$ cat config.mk
export PLATFORM = sky130hd
export DESIGN_NAME = cfg_serial_loader
export DESIGN_NICKNAME = d
export VERILOG_FILES = /design/src/rtl/cfgld_pkg.sv /design/src/rtl/cfgld_fsm.sv /design/src/rtl/cfgld_shifter.sv /design/src/rtl/cfgld_addr.sv /design/src/rtl/cfg_serial_loader.sv
export SDC_FILE = /design/constraint.sdc
export NUM_CORES = 1
export LEC_CHECK = 0
export CAP_MARGIN = 40
export CORE_MARGIN = 8
export CORE_UTILIZATION = 49
export CTS_CLUSTER_DIAMETER = 40
export CTS_CLUSTER_SIZE = 14
export DETAILED_ROUTE_END_ITERATION = 7
export HOLD_SLACK_MARGIN = 0.15
export PLACE_DENSITY = 0.78
export SYNTH_ARGS = -nofsm -noshare
export SYNTH_HDL_FRONTEND = slang
export SYNTH_SLANG_ARGS = --single-unit
$ cat constraint.sdc
create_clock -name clk -period 2.1 [get_ports clk]
set_input_delay 0.525 -clock clk [delete_from_list [all_inputs] [get_ports clk]]
set_output_delay 0.525 -clock clk [all_outputs]
set_load 0.01 [all_outputs]
$ cat src/rtl/cfgld_pkg.sv
package cfgld_pkg;
  typedef enum logic [1:0] {
    ST_IDLE = 2'b00,
    ST_TAIL = 2'b01,
    ST_SHB  = 2'b10,
    ST_SHA  = 2'b11
  } ld_state_e;
endpackage

$ cat src/rtl/cfgld_fsm.sv
module cfgld_fsm
  import cfgld_pkg::*;
#(
  parameter int NIB_BITS  = 4,
  parameter int TAIL_CLKS = 4
) (
  input  logic      clk,
  input  logic      rst,
  input  logic      init_n,
  input  logic      done_in,
  output ld_state_e state,
  output ld_state_e nxt,
  output logic      prog_n,
  output logic      clk_en
);
  localparam int MAXC = (NIB_BITS > TAIL_CLKS) ? NIB_BITS : TAIL_CLKS;
  localparam int CW   = (MAXC > 2) ? $clog2(MAXC) : 1;
  localparam logic [CW-1:0] NIB_LAST  = CW'(NIB_BITS - 1);
  localparam logic [CW-1:0] TAIL_LAST = CW'(TAIL_CLKS - 1);

  logic [CW-1:0] cnt;
  logic shifting, abort, nib_end, tail_end;

  assign shifting = (state == ST_SHA) || (state == ST_SHB);
  assign abort    = shifting && !init_n;
  assign nib_end  = (cnt == NIB_LAST);
  assign tail_end = (cnt == TAIL_LAST);

  always_comb begin
    nxt = state;
    unique case (state)
      ST_IDLE: if (init_n && !done_in) nxt = ST_SHA;
      ST_SHA: begin
        if (!init_n)      nxt = ST_IDLE;
        else if (done_in) nxt = ST_TAIL;
        else if (nib_end) nxt = ST_SHB;
      end
      ST_SHB: begin
        if (!init_n)      nxt = ST_IDLE;
        else if (done_in) nxt = ST_TAIL;
        else if (nib_end) nxt = ST_SHA;
      end
      ST_TAIL: if (tail_end) nxt = ST_IDLE;
      default: nxt = ST_IDLE;
    endcase
  end

  always_ff @(posedge clk) begin
    if (rst) begin
      state  <= ST_IDLE;
      cnt    <= '0;
      prog_n <= 1'b1;
      clk_en <= 1'b0;
    end else begin
      state  <= nxt;
      cnt    <= (nxt != state || nxt == ST_IDLE) ? '0 : cnt + 1'b1;
      prog_n <= !abort;
      clk_en <= (nxt != ST_IDLE);
    end
  end


  abort_chk: assert property (@(posedge clk) disable iff (rst)
    (shifting && !init_n) |=> (state == ST_IDLE && !prog_n && !clk_en));

  prog_pulse_chk: assert property (@(posedge clk) disable iff (rst)
    !prog_n |=> prog_n);

  tail_entry_chk: assert property (@(posedge clk) disable iff (rst)
    (shifting && init_n && done_in) |=> (state == ST_TAIL && clk_en));

  idle_hold_chk: assert property (@(posedge clk) disable iff (rst)
    (state == ST_IDLE && !(init_n && !done_in)) |=> (state == ST_IDLE && !clk_en));

  nibble_swap_chk: assert property (@(posedge clk) disable iff (rst)
    (state == ST_SHA && nib_end && init_n && !done_in) |=> (state == ST_SHB));
endmodule

$ cat src/rtl/cfgld_shifter.sv
module cfgld_shifter
  import cfgld_pkg::*;
#(
  parameter int DATA_W = 8
) (
  input  logic              clk,
  input  logic              rst,
  input  ld_state_e         state,
  input  ld_state_e         nxt,
  input  logic [DATA_W-1:0] mem_data,
  output logic              sdo
);
  localparam int NIB = DATA_W / 2;

  logic [NIB-1:0] bus_lo, bus_hi;
  logic [NIB-1:0] d_lo, d_hi;

  assign d_lo = mem_data[NIB-1:0];
  assign d_hi = mem_data[DATA_W-1:NIB];

  always_ff @(posedge clk) begin
    if (rst) begin
      bus_lo <= '0;
      bus_hi <= '0;
      sdo    <= 1'b1;
    end else if (nxt != ST_SHA && nxt != ST_SHB) begin
      sdo <= 1'b1;
    end else begin
      unique case (state)
        ST_IDLE: begin
          sdo    <= d_lo[0];
          bus_lo <= d_lo >> 1;
          bus_hi <= d_hi;
        end
        ST_SHA: begin
          if (nxt == ST_SHB) begin
            sdo    <= bus_hi[0];
            bus_hi <= bus_hi >> 1;
          end else begin
            sdo    <= bus_lo[0];
            bus_lo <= bus_lo >> 1;
            bus_hi <= d_hi;
          end
        end
        ST_SHB: begin
          if (nxt == ST_SHA) begin
            sdo    <= bus_lo[0];
            bus_lo <= bus_lo >> 1;
          end else begin
            sdo    <= bus_hi[0];
            bus_hi <= bus_hi >> 1;
            bus_lo <= d_lo;
          end
        end
        default: sdo <= 1'b1;
      endcase
    end
  end


  sdo_idle_chk: assert property (@(posedge clk) disable iff (rst)
    (state == ST_IDLE) |-> sdo);
endmodule

$ cat src/rtl/cfgld_addr.sv
module cfgld_addr #(
  parameter int ADDR_W = 16
) (
  input  logic              clk,
  input  logic              rst,
  input  logic              clr,
  input  logic              inc,
  output logic [ADDR_W-1:0] addr
);
  always_ff @(posedge clk) begin
    if (rst || clr) addr <= '0;
    else if (inc)   addr <= addr + 1'b1;
  end


  addr_hold_chk: assert property (@(posedge clk) disable iff (rst)
    (!clr && !inc) |=> $stable(addr));

  addr_step_chk: assert property (@(posedge clk) disable iff (rst)
    (!clr && inc) |=> (addr == $past(addr) + 1'b1));

  addr_clear_chk: assert property (@(posedge clk) disable iff (rst)
    clr |=> (addr == '0));
endmodule

$ cat src/rtl/cfg_serial_loader.sv
module cfg_serial_loader
  import cfgld_pkg::*;
#(
  parameter int DATA_W    = 8,
  parameter int ADDR_W    = 16,
  parameter int TAIL_CLKS = 4
) (
  input  logic              clk,
  input  logic              rst,
  input  logic              init_n,
  input  logic              done_in,
  input  logic [DATA_W-1:0] mem_data,
  output logic [ADDR_W-1:0] mem_addr,
  output logic              prog_n,
  output logic              sdo,
  output logic              cclk,
  output logic              cclk_en
);
  localparam int NIB_BITS = DATA_W / 2;

  ld_state_e state, nxt;

  cfgld_fsm #(.NIB_BITS(NIB_BITS), .TAIL_CLKS(TAIL_CLKS)) u_fsm (
    .clk(clk), .rst(rst), .init_n(init_n), .done_in(done_in),
    .state(state), .nxt(nxt), .prog_n(prog_n), .clk_en(cclk_en)
  );

  cfgld_shifter #(.DATA_W(DATA_W)) u_shift (
    .clk(clk), .rst(rst), .state(state), .nxt(nxt),
    .mem_data(mem_data), .sdo(sdo)
  );

  cfgld_addr #(.ADDR_W(ADDR_W)) u_addr (
    .clk(clk), .rst(rst),
    .clr(nxt == ST_IDLE),
    .inc(state == ST_SHA && nxt == ST_SHB),
    .addr(mem_addr)
  );

  assign cclk = ~clk;


  idle_oe_chk: assert property (@(posedge clk) disable iff (rst)
    (state == ST_IDLE) |-> !cclk_en);
endmodule

==> results.sh, run 1 <==
export IMPL_syn2layout_area_growth_pct=36.55
export IMPL_synth_edf_count=0
export IMPL_rows=20
export IMPL_clk_pin_slew_ns=0.13
export IMPL_seq_area_um2=620.6
export IMPL_synth_nets=189
export IMPL_cp_slowest_stage_delay_ns=0.21
export IMPL_ys_seq_area_share_pct=41.96
export IMPL_grt_max_degree=18
export IMPL_muxShareOfSynthArea_pct=2.792
export IMPL_finalWorstSetupSlack_ns=0.07764
export IMPL_p_sw_mw=0.2924
export IMPL_path_cells="clkbuf_4, inv_1, clkdlybuf4s15_2"
export IMPL_synth_compound_area_share_pct=15.31
export IMPL_yosysWarnings=0
export IMPL_crit_buf_inv=3
export IMPL_avgSynthCellArea_um2=8.451
export IMPL_cp_required_ns=1.57
export IMPL_antenna_left=0
export IMPL_grt_overflow_total=0
export IMPL_hold_path_class="reg -> reg"
export IMPL_cts_setup_buffers=0
export IMPL_postCtsResizedCells=3
export IMPL_clock_latency_ns=0.40
export IMPL_crit_slowest_cell="clkdlybuf4s15_2"
export IMPL_power_per_cell_area_nw_per_um2=557.2
export IMPL_die_area_um2=5032
export IMPL_multi_input_area_um2=804.5
export IMPL_io_buffers=31
export IMPL_fin_area_um2=2019
export IMPL_synth_ff_type="dfxtp_1"
export IMPL_cts_buffers=5
export IMPL_grt_usage_pct=15.03
export IMPL_hold_violations=0
export IMPL_antennaDiodeCount=0
export IMPL_layout_drive_gt1_share_pct=14.91
export IMPL_route_detailed_drc=0
export IMPL_endpoint_kind="output pin"
export IMPL_antenna_found_initial=0
export IMPL_ir_drop_mv=0.3508
export IMPL_path_delay_family="buffers and inverters"
export IMPL_cts_tree="yes"
export IMPL_cp_max_fo=13
export IMPL_pin_count=32
export IMPL_vias=1456
export IMPL_yosys_area_share_simple_pct=28.68
export IMPL_globalplace_congestion=0.8439
export IMPL_die_h_um=70.94
export IMPL_timing_setup_tns_ns=0
export IMPL_cts_hold_buf=0
export IMPL_die_w_um=70.94
export IMPL_grt_pass1_vias=1381
export IMPL_place_hpwl_um=2785
export IMPL_cts_buffer_depth=2
export IMPL_layout_nets=241
export IMPL_wire_per_inst_um=13.74
export IMPL_synth_adder_area_share_pct=1.692
export IMPL_arrival_ns=1.50
export IMPL_firstDrtPassIters=4
export IMPL_syn_area_um2=1479
export IMPL_status="completed"
export IMPL_start_util_pct=50.08
export IMPL_ctsRootBufferMaster="clkbuf_4"
export IMPL_h_tree_depth=2
export IMPL_skew_ns=0.2124
export IMPL_p_int_mw=0.8329
export IMPL_nFillCells=266
export IMPL_drt_iter0_drc=107
export IMPL_grt_pass1_wl_um=5989
export IMPL_synth_distinct_cells=41
export IMPL_yosys_register_bits=31
export IMPL_maxCapViolCount=0
export IMPL_rsz0062_at_grt="false"
export IMPL_core_area_um2=2953
export IMPL_placed_cell_area_um2=1964
export IMPL_p_seq_share_pct=54.5
export IMPL_timing_final_max_slew_violations=0
export IMPL_cp_start_kind="clock port"
export IMPL_max_slew_margin_rel_pct=79.70
export IMPL_routed_wl_um=3586
export IMPL_dp_slack_ns=-0.1591
export IMPL_synth_top_family_by_area="simple AND/OR/NAND/NOR gates"
export IMPL_synth_xor_area_share_pct=5.922
export IMPL_async_flop_share_pct=0
export IMPL_synthCells=175
export IMPL_p_leak_nw=0.7521
export IMPL_worstMarginPinSlew_ns=0.3017
export IMPL_pwr_share_comb_pct=10.8
export IMPL_criticalPathCategory="clk -> out"
export IMPL_p_sw_share_pct=25.98
export IMPL_final_util_pct=68.39
export IMPL_vias_per_cell=5.579
export IMPL_p_clk_share_pct=34.7
export IMPL_finalSetupViolCount=0
-- cell usage after synthesis (3+ instances only) --
library cell | instances | area, um^2
a41oi_1 | 3 | 26.28
nor3_1 | 5 | 25.02
clkbuf_1 | 5 | 18.77
dfxtp_1 | 31 | 620.6
nand2_1 | 15 | 56.30
nor2_1 | 15 | 56.30
or4_1 | 3 | 22.52
nor4_1 | 5 | 31.28
nand2b_1 | 8 | 50.05
inv_1 | 8 | 30.03
xor2_1 | 4 | 35.03
a21oi_1 | 15 | 75.07
nand3_1 | 8 | 40.04
o21ai_0 | 8 | 40.04
o31ai_1 | 4 | 30.03
xnor2_1 | 6 | 52.55
mux2i_1 | 3 | 30.03
-- logic make-up (layout without fill, tap and decap cells) --
| family | Yosys count | after routing |
|---|---|---|
| buffers and inverters | 14 | 67 |
| and+or+nand+nor | 77 | 77 |
| AOI/OAI and AO/OA | 37 | 37 |
| adders and majority gates | 2 | 2 |
| muxes | 4 | 4 |
| xor gates and xnor gates | 10 | 10 |
| DFF | 31 | 31 |
-- metrics by stage --
step | hold WS (ns) | instances | total power [mW]
final | 0.4171 | 261 | 1.125
after global routing | 0.4322 | 261 | 1.181
after CTS | 0.4170 | 261 | 1.139
after detailed placement | 0.4254 | 254 | 0.8029
after global placement | 0.4161 | 254 | 0.7983
after floorplan | 0.4080 | 175 | 0.7046
-- area by class of cell --
type / count / area share, %
Clock buffer: 6 / 2.726
Clock inverter: 3 / 0.6815
Inverter: 7 / 1.301
Multi-Input combinational cell: 130 / 39.84
Sequential cell: 31 / 30.73
Tap cell: 33 / 2.045
Timing Repair Buffer: 51 / 22.68
-- worst reg2reg max path, stage by stage, from the launching register on --
cell and delay (ns):
dfxtp_1 0.43, nand3_1 0.16, or4_4 0.58, or4_1 0.51, a21oi_1 0.14
-- cell usage in the layout, fill, tap and decap left out, types with 2 or more instances in the layout --
cell / instances
nor2_1: 15
and3b_1: 2
clkinv_2: 2
xor2_1: 4
o21ai_0: 8
nor2b_1: 2
o31ai_1: 4
buf_4: 21
ha_1: 2
nand4_1: 2
mux2i_1: 3
nor4_1: 5
inv_1: 8
nand2b_1: 8
clkdlybuf4s50_1: 30
xnor2_1: 6
or3_1: 2
a21oi_1: 15
or4_1: 3
nand3_1: 8
a41oi_1: 3
dfxtp_1: 31
nand2_1: 15
clkbuf_4: 4
nor3_1: 5
-- layer usage --
metal / vias up / global-route usage, % / wire (um)
li1: 735 / - / -
met1: 684 / 17.27 / 1560
met2: 33 / 26.98 / 1786
met3: 4 / 3.107 / 177
met4: 0 / 4.619 / 61
met5: - / 0 / 0
-- power groups by stage --
stage	logic [mW]	registers, mW	clock network (mW)
floorplan	0.0612	0.625	0.0187
global placement	0.117	0.626	0.0550
detailed placement	0.121	0.627	0.0550
CTS	0.122	0.613	0.404
global route	0.133	0.615	0.433
finish	0.122	0.613	0.390
-- path summary, 6_finish.rpt --
check	start	to	slack (ns)	cells past startpoint
setup reg to reg	u_addr.addr[7]	u_addr.addr[15]	0.22	4
hold / removal	u_shift.bus_hi[0]	u_shift.sdo	0.42	2
setup / recovery	clk	cclk	0.08	3
hold reg to reg	u_shift.bus_hi[0]	u_shift.sdo	0.42	2
-- state kept, by name, indices dropped and copies added, names as in the netlist --
register	flops
u_shift.bus_hi	4
u_fsm.clk_en	1
u_shift.sdo	1
u_fsm.cnt	2
u_fsm.state	2
u_addr.addr	16
u_shift.bus_lo	4
u_fsm.prog_n	1
Note: power is estimated with default switching activity, not from simulation.
==> run 2, diff against run 1 <==
--- a/config.mk
+++ b/config.mk
@@ -12,7 +12,7 @@
 export CTS_CLUSTER_SIZE = 14
 export DETAILED_ROUTE_END_ITERATION = 7
 export HOLD_SLACK_MARGIN = 0.15
-export PLACE_DENSITY = 0.78
+export PLACE_DENSITY = 0.82
 export SYNTH_ARGS = -nofsm -noshare
 export SYNTH_HDL_FRONTEND = slang
 export SYNTH_SLANG_ARGS = --single-unit
==> constraint.sdc (replaced) <==
create_clock -name clk -period 2 [get_ports clk]
set_input_delay 0.5 -clock clk [delete_from_list [all_inputs] [get_ports clk]]
set_output_delay 0.5 -clock clk [all_outputs]
set_load 0.01 [all_outputs]
==> results.sh, run 2 (synthesis gave the netlist of run 1 again) <==
export IMPL_cp_start_kind="clock port"
export IMPL_core_area_um2=2953
export IMPL_die_h_um=70.94
export IMPL_fin_area_um2=2037
export IMPL_layout_cells_most_common="dfxtp_1"
export IMPL_h_tree_depth=2
export IMPL_wire_per_inst_um=14.85
export IMPL_routed_wl_um=3890
export IMPL_vias=1490
export IMPL_skew_ns=0.2087
export IMPL_instances_no_fill=262
export IMPL_grt_overflow_total=0
export IMPL_crit_slowest_cell="clkdlybuf4s15_2"
export IMPL_top_regs="u_addr.addr x16, u_shift.bus_hi x4, u_shift.bus_lo x4"
export IMPL_layout_drive_gt1_share_pct=14.41
export IMPL_max_slew_margin_rel_pct=79.37
export IMPL_timing_final_max_slew_violations=0
export IMPL_endpoint_kind="output pin"
export IMPL_placed_cell_area_um2=1984
export IMPL_vias_per_cell=5.687
export IMPL_clock_latency_ns=0.39
export IMPL_globalplace_congestion=0.8295
export IMPL_place_hpwl_um=2951
export IMPL_rsz0062_at_grt="false"
export IMPL_cp_required_ns=1.50
export IMPL_grt_max_degree=13
export IMPL_arrival_ns=1.45
export IMPL_syn2layout_area_growth_pct=37.73
export IMPL_finalWorstSetupSlack_ns=0.04701
export IMPL_final_util_pct=68.98
export IMPL_antenna_found_initial=0
export IMPL_ir_drop_mv=0.3643
export IMPL_criticalPathCategory="clk -> out"
export IMPL_max_flop_register="u_addr.addr"
export IMPL_status="completed"
export IMPL_layout_nets=242
export IMPL_ctsRootBufferMaster="clkbuf_4"
export IMPL_cp_max_fo=12
export IMPL_cts_buffers=5
export IMPL_route_detailed_drc=0
export IMPL_antennaDiodeCount=0
export IMPL_drt_iter0_drc=116
export IMPL_rows=20
export IMPL_cts_tree="yes"
export IMPL_firstDrtPassIters=4
export IMPL_hold_violations=0
export IMPL_grt_pass1_vias=1469
export IMPL_largest_register_ffs=16
export IMPL_worstMarginPinSlew_ns=0.3066
export IMPL_timing_setup_tns_ns=0
export IMPL_die_area_um2=5032
export IMPL_start_util_pct=50.08
export IMPL_finalSetupViolCount=0
export IMPL_final_cell_mix="dfxtp_1, clkdlybuf4s50_1, buf_4"
export IMPL_clk_pin_slew_ns=0.13
export IMPL_io_buffers=31
export IMPL_grt_usage_pct=15.91
export IMPL_cp_slowest_stage_delay_ns=0.21
export IMPL_hold_path_class="reg -> reg"
export IMPL_grt_pass1_wl_um=6389
export IMPL_p_leak_nw=0.7649
export IMPL_antenna_left=0
export IMPL_path_cells="clkbuf_4, inv_1, clkdlybuf4s15_2"
export IMPL_power_per_cell_area_nw_per_um2=581.2
export IMPL_die_w_um=70.94
export IMPL_pin_count=32
export IMPL_cts_buffer_depth=2
export IMPL_dp_slack_ns=-0.2281
export IMPL_maxCapViolCount=0
export IMPL_placed_cells=255
run 2: changes by cell type in the layout (fill, tap and decap cells not counted):
cell	change
buf_12	+1
inv_1	+2
clkinv_2	-2
run 2: final cells by class:
class,instances,area [um^2]
inverter,7,26.28
tap,33,41.29
timing repair buffer,52,478.0
sequential,31,620.6
fill,223,915.9
clock inverter,3,11.26
multi-input combinational,130,804.5
clock buffer,6,55.05
run 2: power by group:
group	leakage (nW)	total (mW)	internal (mW)	switching (mW)
Combinational	0.467	0.139	0.0735	0.0658
Clock	0.0463	0.399	0.170	0.228
Sequential	0.252	0.646	0.634	0.0122
run 2: metal layers:
| metal | routed length, um | global-route usage, % |
|---|---|---|
| met5 | 0 | 0 |
| met4 | 37 | 3.464 |
| met3 | 249 | 2.684 |
| met2 | 2048 | 29.97 |
| met1 | 1555 | 18.02 |
run 2: repair_timing:
action                                  CTS  global route
endpoints found under the setup margin    1             0
setup buffers                             0             0
resized for setup                         3             0
hold buffers                              0             0
run 2: critical path: cells and delay by family:
family | cells | cell delay [ns]
buffers and inverters | 3 | 0.45
run 2: worst paths after layout:
| kind | to | start | depth (start not counted) | slack (ns) |
|---|---|---|---|---|
| worst max-delay path | cclk | clk | 3 | 0.05 |
| worst min-delay path | u_shift.bus_hi[2] | u_shift.bus_hi[3] | 2 | 0.38 |
| worst max register to register | u_shift.sdo | u_fsm.cnt[0] | 5 | 0.10 |
| worst min register to register | u_shift.bus_hi[2] | u_shift.bus_hi[3] | 2 | 0.38 |
run 2: stage by stage:
step / power [mW] / hold WS [ns]
2_1_floorplan: 0.7398 / 0.4080
3_3_place_gp: 0.8457 / 0.4157
3_5_place_dp: 0.8537 / 0.4298
4_1_cts: 1.188 / 0.3806
5_1_grt: 1.232 / 0.4087
6_report: 1.184 / 0.3823
